<file path="config.mk">
export PLATFORM = sky130hd
export DESIGN_NAME = acc_round_stage
export DESIGN_NICKNAME = d
export VERILOG_FILES = /design/src/rtl/acc_round_pkg.sv /design/src/rtl/acc_round_reset_sync.sv /design/src/rtl/acc_round_accum.sv /design/src/rtl/acc_round_window.sv /design/src/rtl/acc_round_outreg.sv /design/src/rtl/acc_round_stage.sv
export SDC_FILE = /design/constraint.sdc
export NUM_CORES = 1
export LEC_CHECK = 0
export ABC_CLOCK_PERIOD_IN_PS = 1650
export CAP_MARGIN = 20
export CORE_ASPECT_RATIO = 0.6
export CORE_MARGIN = 5
export CORE_UTILIZATION = 38
export CTS_CLUSTER_DIAMETER = 120
export DETAILED_ROUTE_END_ITERATION = 10
export HOLD_SLACK_MARGIN = 0.06
export MAX_ROUTING_LAYER = met4
export PLACE_DENSITY = 0.63
export SETUP_SLACK_MARGIN = 0.15
export SLEW_MARGIN = 10
export SYNTH_ARGS = -nofsm -noshare
export SYNTH_HDL_FRONTEND = slang
export SYNTH_SLANG_ARGS = --single-unit
</file>
<file path="constraint.sdc">
create_clock -name clk -period 1.65 [get_ports clk]
set_input_delay 0.2475 -clock clk [delete_from_list [all_inputs] [get_ports clk]]
set_output_delay 0.2475 -clock clk [all_outputs]
set_load 0.02 [all_outputs]
</file>
<file path="src/rtl/acc_round_pkg.sv">
package acc_round_pkg;

  typedef enum logic {
    FMT_FRAC = 1'b0,
    FMT_INT  = 1'b1
  } fmt_e;

  // Side information that travels with the accumulator contents
  typedef struct packed {
    logic rnd;   // total was started this cycle in fractional format
    fmt_e fmt;   // format of the sample that produced the total
  } acc_tag_t;

endpackage

</file>
<file path="src/rtl/acc_round_reset_sync.sv">
module acc_round_reset_sync #(
  parameter int STAGES = 2
) (
  input  logic clk,
  input  logic rst_n,
  output logic rst_ok
);

  logic [STAGES-1:0] sync_q;
  logic [STAGES-1:0] sync_d;

  always_comb begin
    sync_d = {sync_q[STAGES-2:0], 1'b1};
  end

  always_ff @(posedge clk or negedge rst_n) begin
    if (!rst_n) begin
      sync_q <= '0;
    end else begin
      sync_q <= sync_d;
    end
  end

  assign rst_ok = sync_q[STAGES-1];

endmodule

</file>
<file path="src/rtl/acc_round_accum.sv">
module acc_round_accum
  import acc_round_pkg::*;
#(
  parameter int IN_W  = 32,
  parameter int ACC_W = 32
) (
  input  logic             clk,
  input  logic             rst_ok,
  input  logic [IN_W-1:0]  psum_i,
  input  logic             acc_en_i,
  input  logic             int_fmt_i,
  output logic [ACC_W-1:0] psum_ext_o,
  output logic [ACC_W-1:0] acc_q,
  output acc_tag_t         tag_q
);

  logic [ACC_W-1:0] acc_d;
  acc_tag_t         tag_d;

  // Sign extension of the incoming product sum to the accumulator width
  generate
    if (ACC_W > IN_W) begin : g_ext
      assign psum_ext_o = {{(ACC_W-IN_W){psum_i[IN_W-1]}}, psum_i};
    end else begin : g_same
      assign psum_ext_o = psum_i[ACC_W-1:0];
    end
  endgenerate

  always_comb begin
    if (acc_en_i) begin
      acc_d = acc_q + psum_ext_o;
    end else begin
      acc_d = psum_ext_o;
    end
    tag_d.fmt = int_fmt_i ? FMT_INT : FMT_FRAC;
    tag_d.rnd = !acc_en_i && !int_fmt_i;
  end

  always_ff @(posedge clk or negedge rst_ok) begin
    if (!rst_ok) begin
      acc_q <= '0;
      tag_q <= '{rnd: 1'b0, fmt: FMT_FRAC};
    end else begin
      acc_q <= acc_d;
      tag_q <= tag_d;
    end
  end

endmodule

</file>
<file path="src/rtl/acc_round_window.sv">
module acc_round_window
  import acc_round_pkg::*;
#(
  parameter int ACC_W = 32,
  parameter int OUT_W = 16
) (
  input  logic [ACC_W-1:0] acc_i,
  input  acc_tag_t         tag_i,
  output logic [OUT_W-1:0] win_o
);

  localparam int HALF_BIT = ACC_W - OUT_W - 1;
  localparam logic [ACC_W-1:0] HALF_LSB = ACC_W'(1) << HALF_BIT;

  logic [ACC_W-1:0] rounded;

  always_comb begin
    rounded = acc_i + (tag_i.rnd ? HALF_LSB : '0);
    if (tag_i.fmt == FMT_INT) begin
      win_o = acc_i[OUT_W-1:0];
    end else begin
      win_o = rounded[ACC_W-1 -: OUT_W];
    end
  end

endmodule

</file>
<file path="src/rtl/acc_round_outreg.sv">
module acc_round_outreg #(
  parameter int OUT_W = 16
) (
  input  logic             clk,
  input  logic             rst_ok,
  input  logic             load_n,
  input  logic [OUT_W-1:0] d,
  output logic [OUT_W-1:0] q
);

  logic [OUT_W-1:0] q_d;

  always_comb begin
    q_d = load_n ? q : d;
  end

  always_ff @(posedge clk or negedge rst_ok) begin
    if (!rst_ok) begin
      q <= '0;
    end else begin
      q <= q_d;
    end
  end

endmodule

</file>
<file path="src/rtl/acc_round_stage.sv">
module acc_round_stage
  import acc_round_pkg::*;
#(
  parameter int IN_W       = 32,
  parameter int ACC_W      = 32,
  parameter int OUT_W      = 16,
  parameter int SYNC_STAGE = 2
) (
  input  logic             clk,
  input  logic             rst_n,
  input  logic [IN_W-1:0]  psum_i,
  input  logic             acc_en_i,
  input  logic             int_fmt_i,
  input  logic             out_load_n_i,
  output logic [OUT_W-1:0] result_o
);

  logic             rst_ok;
  logic [ACC_W-1:0] psum_ext;
  logic [ACC_W-1:0] acc_q;
  acc_tag_t         tag_q;
  logic [OUT_W-1:0] premux;

  acc_round_reset_sync #(
    .STAGES (SYNC_STAGE)
  ) u_rst (
    .clk    (clk),
    .rst_n  (rst_n),
    .rst_ok (rst_ok)
  );

  acc_round_accum #(
    .IN_W  (IN_W),
    .ACC_W (ACC_W)
  ) u_acc (
    .clk        (clk),
    .rst_ok     (rst_ok),
    .psum_i     (psum_i),
    .acc_en_i   (acc_en_i),
    .int_fmt_i  (int_fmt_i),
    .psum_ext_o (psum_ext),
    .acc_q      (acc_q),
    .tag_q      (tag_q)
  );

  acc_round_window #(
    .ACC_W (ACC_W),
    .OUT_W (OUT_W)
  ) u_win (
    .acc_i (acc_q),
    .tag_i (tag_q),
    .win_o (premux)
  );

  acc_round_outreg #(
    .OUT_W (OUT_W)
  ) u_out (
    .clk    (clk),
    .rst_ok (rst_ok),
    .load_n (out_load_n_i),
    .d      (premux),
    .q      (result_o)
  );

endmodule

</file>
* Yosys cells after proc, flatten, opt, wreduce, memory -nomap -nowiden
Index checks and enable logic that the tools add are counted. Widths: inputs -> output; s select.
Word-level totals: bits in latches 0, bits in read-only memories 0, memory bits (writable) 0, input port bits 37, word-level logic and storage cells 14, flip-flop bits (word level) 52, output and inout bits 16, memories 0
Cells by class: multiply operators 0, reduce and logical (&&, ||, !) cells 3, shifts and indexed selects 0, bitwise gates (word level) 0, $lt $le $gt $ge 0, equal/unequal tests 0, div/mod/pow operators 0, multiplexer cells 4, add/sub/neg operators 2
Operator list (number):
- $add 32x32->32 | 2
- $mux 16 | 2
- $mux 32 | 1
- $logic_not 1->1 | 2
- $logic_and 1x1->1 | 1
- $mux 1 | 1

* Longest topological paths before layout
word-level depth 3, gate-level depth with buffers 9, mapped depth without buffers 9

* By module
From an unflattened synthesis, not the netlist that was laid out.
Second synthesis, totals: cell total of the unflattened synthesis 446, area total of the unflattened synthesis 4375.4 um2
Modules (own cells, without submodules):
- acc_round_accum | cells each 332, seq. area each 850.8 um2, times used 1, area each 3143.0 um2
- acc_round_outreg | cells each 34, seq. area each 400.4 um2, times used 1, area each 649.4 um2
- acc_round_window | cells each 77, seq. area each 0.0 um2, times used 1, area each 529.3 um2
- acc_round_reset_sync | cells each 3, seq. area each 50.0 um2, times used 1, area each 53.8 um2

* Least setup slack after synthesis
OpenSTA, ideal clock, no wires.
kind register -> register, start point register u_acc.acc_q[0], end point register u_acc.acc_q[16], clock period less this slack 2.663 ns, library setup time 0.125 ns, required time 1.525 ns, buffers on the path 0, stages on the path, launching flop included 10, data arrival time 2.538 ns, slack -1.013 ns, cells stage by stage dfrtp_1 ha_1 fa_1 a21o_1 a311o_1 and3_4 or3_4 a21oi_2 xnor2_1 mux2_4
Between the ends: longest elaborated chain between the ends 2
RTL lines:
- from (decl) | line acc_round_accum.sv:13 | output logic [ACC_W-1:0] acc_q,
- from (signal assigned) | line acc_round_accum.sv:41 | acc_q <= '0;
- from (signal assigned) | line acc_round_accum.sv:44 | acc_q <= acc_d;
- $add 32x32->32 | line acc_round_accum.sv:31 | acc_d = acc_q + psum_ext_o;
- $mux 32 | line acc_round_accum.sv:30 | if (acc_en_i) begin
- net u_acc.acc_d[16] | line acc_round_accum.sv:17 | logic [ACC_W-1:0] acc_d;
The timed path passes the listed nets, and every way through them passes these cells. A chain may end at the register's enable or synchronous reset.

* Worst setup path after layout
start point register u_acc.acc_q[0], end point register u_acc.acc_q[10]
Same word-level chain as after synthesis.

==> flow_results.xml <==
<?xml version="1.0" encoding="UTF-8"?>
<metrics>
  <group name="synth">
    <metric name="synthFlopType" unit="">dfrtp_1</metric>
    <metric name="synthesis.nets" unit="">524</metric>
    <metric name="syn-mean-instance-area" unit="µm²">8.96</metric>
    <metric name="synth_warnings" unit="">0</metric>
    <metric name="synth-edff-count" unit="">0</metric>
    <metric name="yosysUniqueCellTypes" unit="">64</metric>
    <metric name="seq_total_area_yosys" unit="">0.320</metric>
    <metric name="number_of_instances_in_the_synthesized_netlist" unit="">454</metric>
    <metric name="synth_area" unit="µm²">4070</metric>
    <metric name="synth-async-reset-ratio" unit="">1.00</metric>
    <metric name="number_of_synthesized_register_bits" unit="">52</metric>
  </group>
  <group name="clocking">
    <metric name="clk_latency" unit="ps">300</metric>
    <metric name="cts-htree-levels" unit="">2</metric>
    <metric name="cts_root_buf" unit="">clkbuf_16</metric>
    <metric name="cts_max_path_buffers" unit="">2</metric>
    <metric name="tritoncts_num_sinks" unit="">52</metric>
    <metric name="tritoncts_clock_tree" unit="">yes</metric>
    <metric name="cts_made_buffers" unit="">5</metric>
    <metric name="clkTransAtPathRegs" unit="ps">80</metric>
  </group>
  <group name="timing">
    <metric name="layout_setup_ws" unit="ps">-974</metric>
    <metric name="setup_repair_after_global_routing_missed_its_margin" unit="">true</metric>
    <metric name="timing.final.setup_violations" unit="">39</metric>
    <metric name="hold_viol" unit="">0</metric>
    <metric name="finalWorstPathRequiredPeriod" unit="ps">2620</metric>
    <metric name="skew" unit="ps">4.97</metric>
    <metric name="fin_crit_sh" unit="">1.59</metric>
    <metric name="worst_hold_slack" unit="ps">99.9</metric>
    <metric name="final-max-slew-violation-count" unit="">0</metric>
    <metric name="fmax" unit="MHz">381</metric>
  </group>
  <group name="floorplan">
    <metric name="ioPinCount" unit="">53</metric>
    <metric name="die_w" unit="µm">144</metric>
    <metric name="floorplan.core_area" unit="µm²">10500</metric>
    <metric name="die_h" unit="µm">90.2</metric>
    <metric name="die_area" unit="µm²">12900</metric>
    <metric name="floorplan.initialDensity" unit="">0.387</metric>
    <metric name="std_cell_rows" unit="">29</metric>
  </group>
  <group name="hold_path">
    <metric name="min_path_type" unit="">in -&gt; async</metric>
  </group>
  <group name="layout">
    <metric name="finish.net_count" unit="">716</metric>
    <metric name="num_antenna_cells" unit="">0</metric>
    <metric name="multiInputGateArea" unit="µm²">3320</metric>
    <metric name="filler_cell_count" unit="">806</metric>
    <metric name="finish.utilization" unit="">0.646</metric>
    <metric name="area.sequential" unit="µm²">1300</metric>
    <metric name="final_design_area_no_fill" unit="µm²">6800</metric>
    <metric name="layout-drive-gt1-share" unit="">0.422</metric>
    <metric name="area_growth_from_synthesis_to_final_layout" unit="%">67.2</metric>
  </group>
  <group name="routing">
    <metric name="drc" unit="">0</metric>
    <metric name="vias" unit="">4306</metric>
    <metric name="postRouteWirelength" unit="mm">14.0</metric>
    <metric name="first_pass_iters" unit="">5</metric>
    <metric name="routed_via_density" unit="">5.48</metric>
    <metric name="drtAntennaViolNets" unit="">0</metric>
    <metric name="detail_route.iter0.violations" unit="">360</metric>
    <metric name="avgRoutedWirePerCell" unit="µm">17.8</metric>
  </group>
  <group name="power">
    <metric name="post-layout-total-power" unit="W">0.0120</metric>
    <metric name="maximum_resistive_drop_on_vdd" unit="mV">0.794</metric>
    <metric name="cellPowerDensity" unit="nW/µm²">1760</metric>
    <metric name="leak_pwr" unit="nW">3.20</metric>
  </group>
  <group name="global_route">
    <metric name="grt_overflow_total" unit="">0</metric>
    <metric name="first_global_vias" unit="">4398</metric>
    <metric name="grt_start_max_net_pins" unit="">51</metric>
    <metric name="global_route_wire_length_before_repair" unit="mm">22.1</metric>
    <metric name="groute.usage.overall" unit="">0.216</metric>
    <metric name="antenna_violations_before_repair" unit="">0</metric>
  </group>
  <group name="worst_setup_path">
    <metric name="path_cells" unit="">ha_2 &gt; fa_2 &gt; a21o_1 &gt; a311o_1 &gt; buf_4 &gt; a21o_1 &gt; a21oi_2 &gt; o21bai_1 &gt; a2111o_1 &gt; o311ai_2</metric>
    <metric name="max_stage_delay" unit="ps">400</metric>
    <metric name="timing.critical_path.fanout_max" unit="">2</metric>
    <metric name="timing.critical_path.slowest_stage_cell" unit="">a2111o_1</metric>
    <metric name="cp-start-kind" unit="">flop</metric>
    <metric name="rrSetupSlack" unit="ps">-970</metric>
    <metric name="rr_startpoint" unit="">u_acc.acc_q[0]</metric>
    <metric name="critPathRequiredTime" unit="ps">1850</metric>
    <metric name="timing.critical_path.mode_cell" unit="">a21o_1</metric>
    <metric name="worstSetupPathType" unit="">reg -&gt; reg</metric>
    <metric name="rr_worst_depth" unit="">10</metric>
    <metric name="critical_path.reg2reg.endpoint" unit="">u_acc.acc_q[10]</metric>
    <metric name="cell_family_with_most_cp_delay" unit="">compound AO/OA/AOI/OAI gates</metric>
    <metric name="path_buf_inv" unit="">1</metric>
    <metric name="crit_arrival" unit="ps">2830</metric>
    <metric name="setup.worst_path.end_class" unit="">flop</metric>
  </group>
  <group name="place">
    <metric name="globalplace.congestion" unit="">0.907</metric>
    <metric name="dpl-instance-area" unit="µm²">5720</metric>
    <metric name="number_of_buffer_cells_added_on_primary_ports" unit="">52</metric>
    <metric name="post-place-ws" unit="ps">-1340</metric>
    <metric name="half_perimeter_wire_length_after_detailed_placement" unit="mm">9.65</metric>
  </group>
  <group name="outcome">
    <metric name="violations" unit="">negative setup slack</metric>
    <metric name="run_status" unit="">finished with violations</metric>
  </group>
  <group name="flow_run">
    <metric name="drv.max_cap_violation_count" unit="">0</metric>
  </group>
</metrics>
-- worst register-to-register path, delay by kind of cell (launching register included) --
family,cells,cell delay (ps)
compound gates,7,1450
fa+ha+maj,2,540
flops,1,390
buf+inv,1,150
-- cell usage in the layout, fill, tap and decap left out, types with 4 or more instances in the layout --
master             n
inv_1             14
dlygate4sd2_1     19
nor2_1            18
xnor2_1           11
and3_1             4
dlymetal6s2s_1     6
clkdlybuf4s50_1   27
ha_1              19
xnor2_2           11
a21oi_1           26
mux2i_1            9
a21oi_2           15
nand2b_1           6
nand3_1            7
xor2_1             6
nand3b_1           4
ha_4              11
a21o_1            21
o21ai_1           17
o21ai_0            9
clkbuf_16          5
dfrtp_1           50
nand4_1            8
a21oi_4            4
nor3_1             4
buf_4            119
nor2b_1            5
mux2_4            13
buf_6             28
a211oi_2           4
o21a_1             5
mux2_2             4
nand2_1           43
-- registers in the layout, summed over array words and instances (netlist names) --
name,count
u_rst.sync_q,2
u_acc.acc_q,32
u_out.q,16
u_acc.tag_q,2
-- metrics by stage --
step / cells / TNS (ps)
floorplan: 454 / -12500
global placement: 748 / -31440
detailed placement: 748 / -32170
CTS: 770 / -21560
global route: 786 / -26660
finish: 786 / -23270
-- per-layer routing --
layer / vias up / global-route usage / share of wire
met4: 0 / 0.0400 / 0.013
met5: - / - / 0
met3: 22 / 0.0323 / 0.050
li1: 2050 / - / -
met1: 2118 / 0.310 / 0.48
met2: 116 / 0.328 / 0.46
-- worst max path at each step --
stage | depth (start not counted) | end | slack [ps] | from
6_report | 10 | u_acc.acc_q[10] | -970 | u_acc.acc_q[0]
3_5_place_dp | 9 | u_acc.acc_q[22] | -1340 | psum_i[10]
3_3_place_gp | 12 | u_acc.acc_q[31] | -1260 | psum_i[1]
2_1_floorplan | 9 | u_acc.acc_q[16] | -810 | u_acc.acc_q[0]
4_1_cts | 10 | u_acc.acc_q[10] | -910 | u_acc.acc_q[0]
5_1_grt | 10 | u_acc.acc_q[10] | -1040 | u_acc.acc_q[0]
-- layout make-up --
cell class,count,share of cell area
Clock buffer,5,0.0184
Clock inverter,3,0.00681
Inverter,14,0.00772
Multi-Input combinational cell,371,0.488
Sequential cell,52,0.192
Tap cell,139,0.0256
Timing Repair Buffer,202,0.262
-- kinds of logic (layout without fill, tap and decap cells) --
kind of cell             Yosys count  in the layout  synth area share
AO/OA/AOI/OAI                    144            144             0.237
AND/OR/NAND/NOR                  136            136             0.171
flip-flops                        52             52             0.320
adder cells (fa/ha/maj)           33             33             0.103
XOR/XNOR                          31             31            0.0667
buffers and inverters             31            224            0.0307
multiplexers                      26             26            0.0701
other                              1              1          0.000922
-- repair_timing --
| item | CTS | global route |
|---|---|---|
| pin swaps | 41 | 61 |
| hold buffers | 0 | 0 |
| setup endpoints to repair | 55 | 47 |
| buffers inserted | 14 | 16 |
| gates resized for setup | 105 | 67 |
| cloned | 0 | 0 |
-- power by group --
part	switching (W)	internal, W
clock network	0.000547	0.000724
logic	0.00399	0.00460
registers	0.000381	0.00176
-- synthesized netlist by cell type (5+ instances only) --
library cell,number,area [µm²]
dfrtp_1,52,1300
a21oi_1,44,220
a21o_1,22,165
ha_1,32,400
clkbuf_1,12,45.0
xor2_1,9,78.8
xnor2_1,22,193
nor2b_1,5,31.3
nand4_1,8,50.1
nor3_1,8,40.0
and3_1,6,37.5
o21a_1,5,37.5
inv_1,14,52.6
mux2_2,16,180
nand3_1,9,45.0
nor2_1,22,82.6
a211oi_1,6,45.0
o21ai_0,28,140
nand2_1,48,180
mux2i_1,9,90.1
nand2b_1,6,37.5
Power figures use the tool's default switching activity.
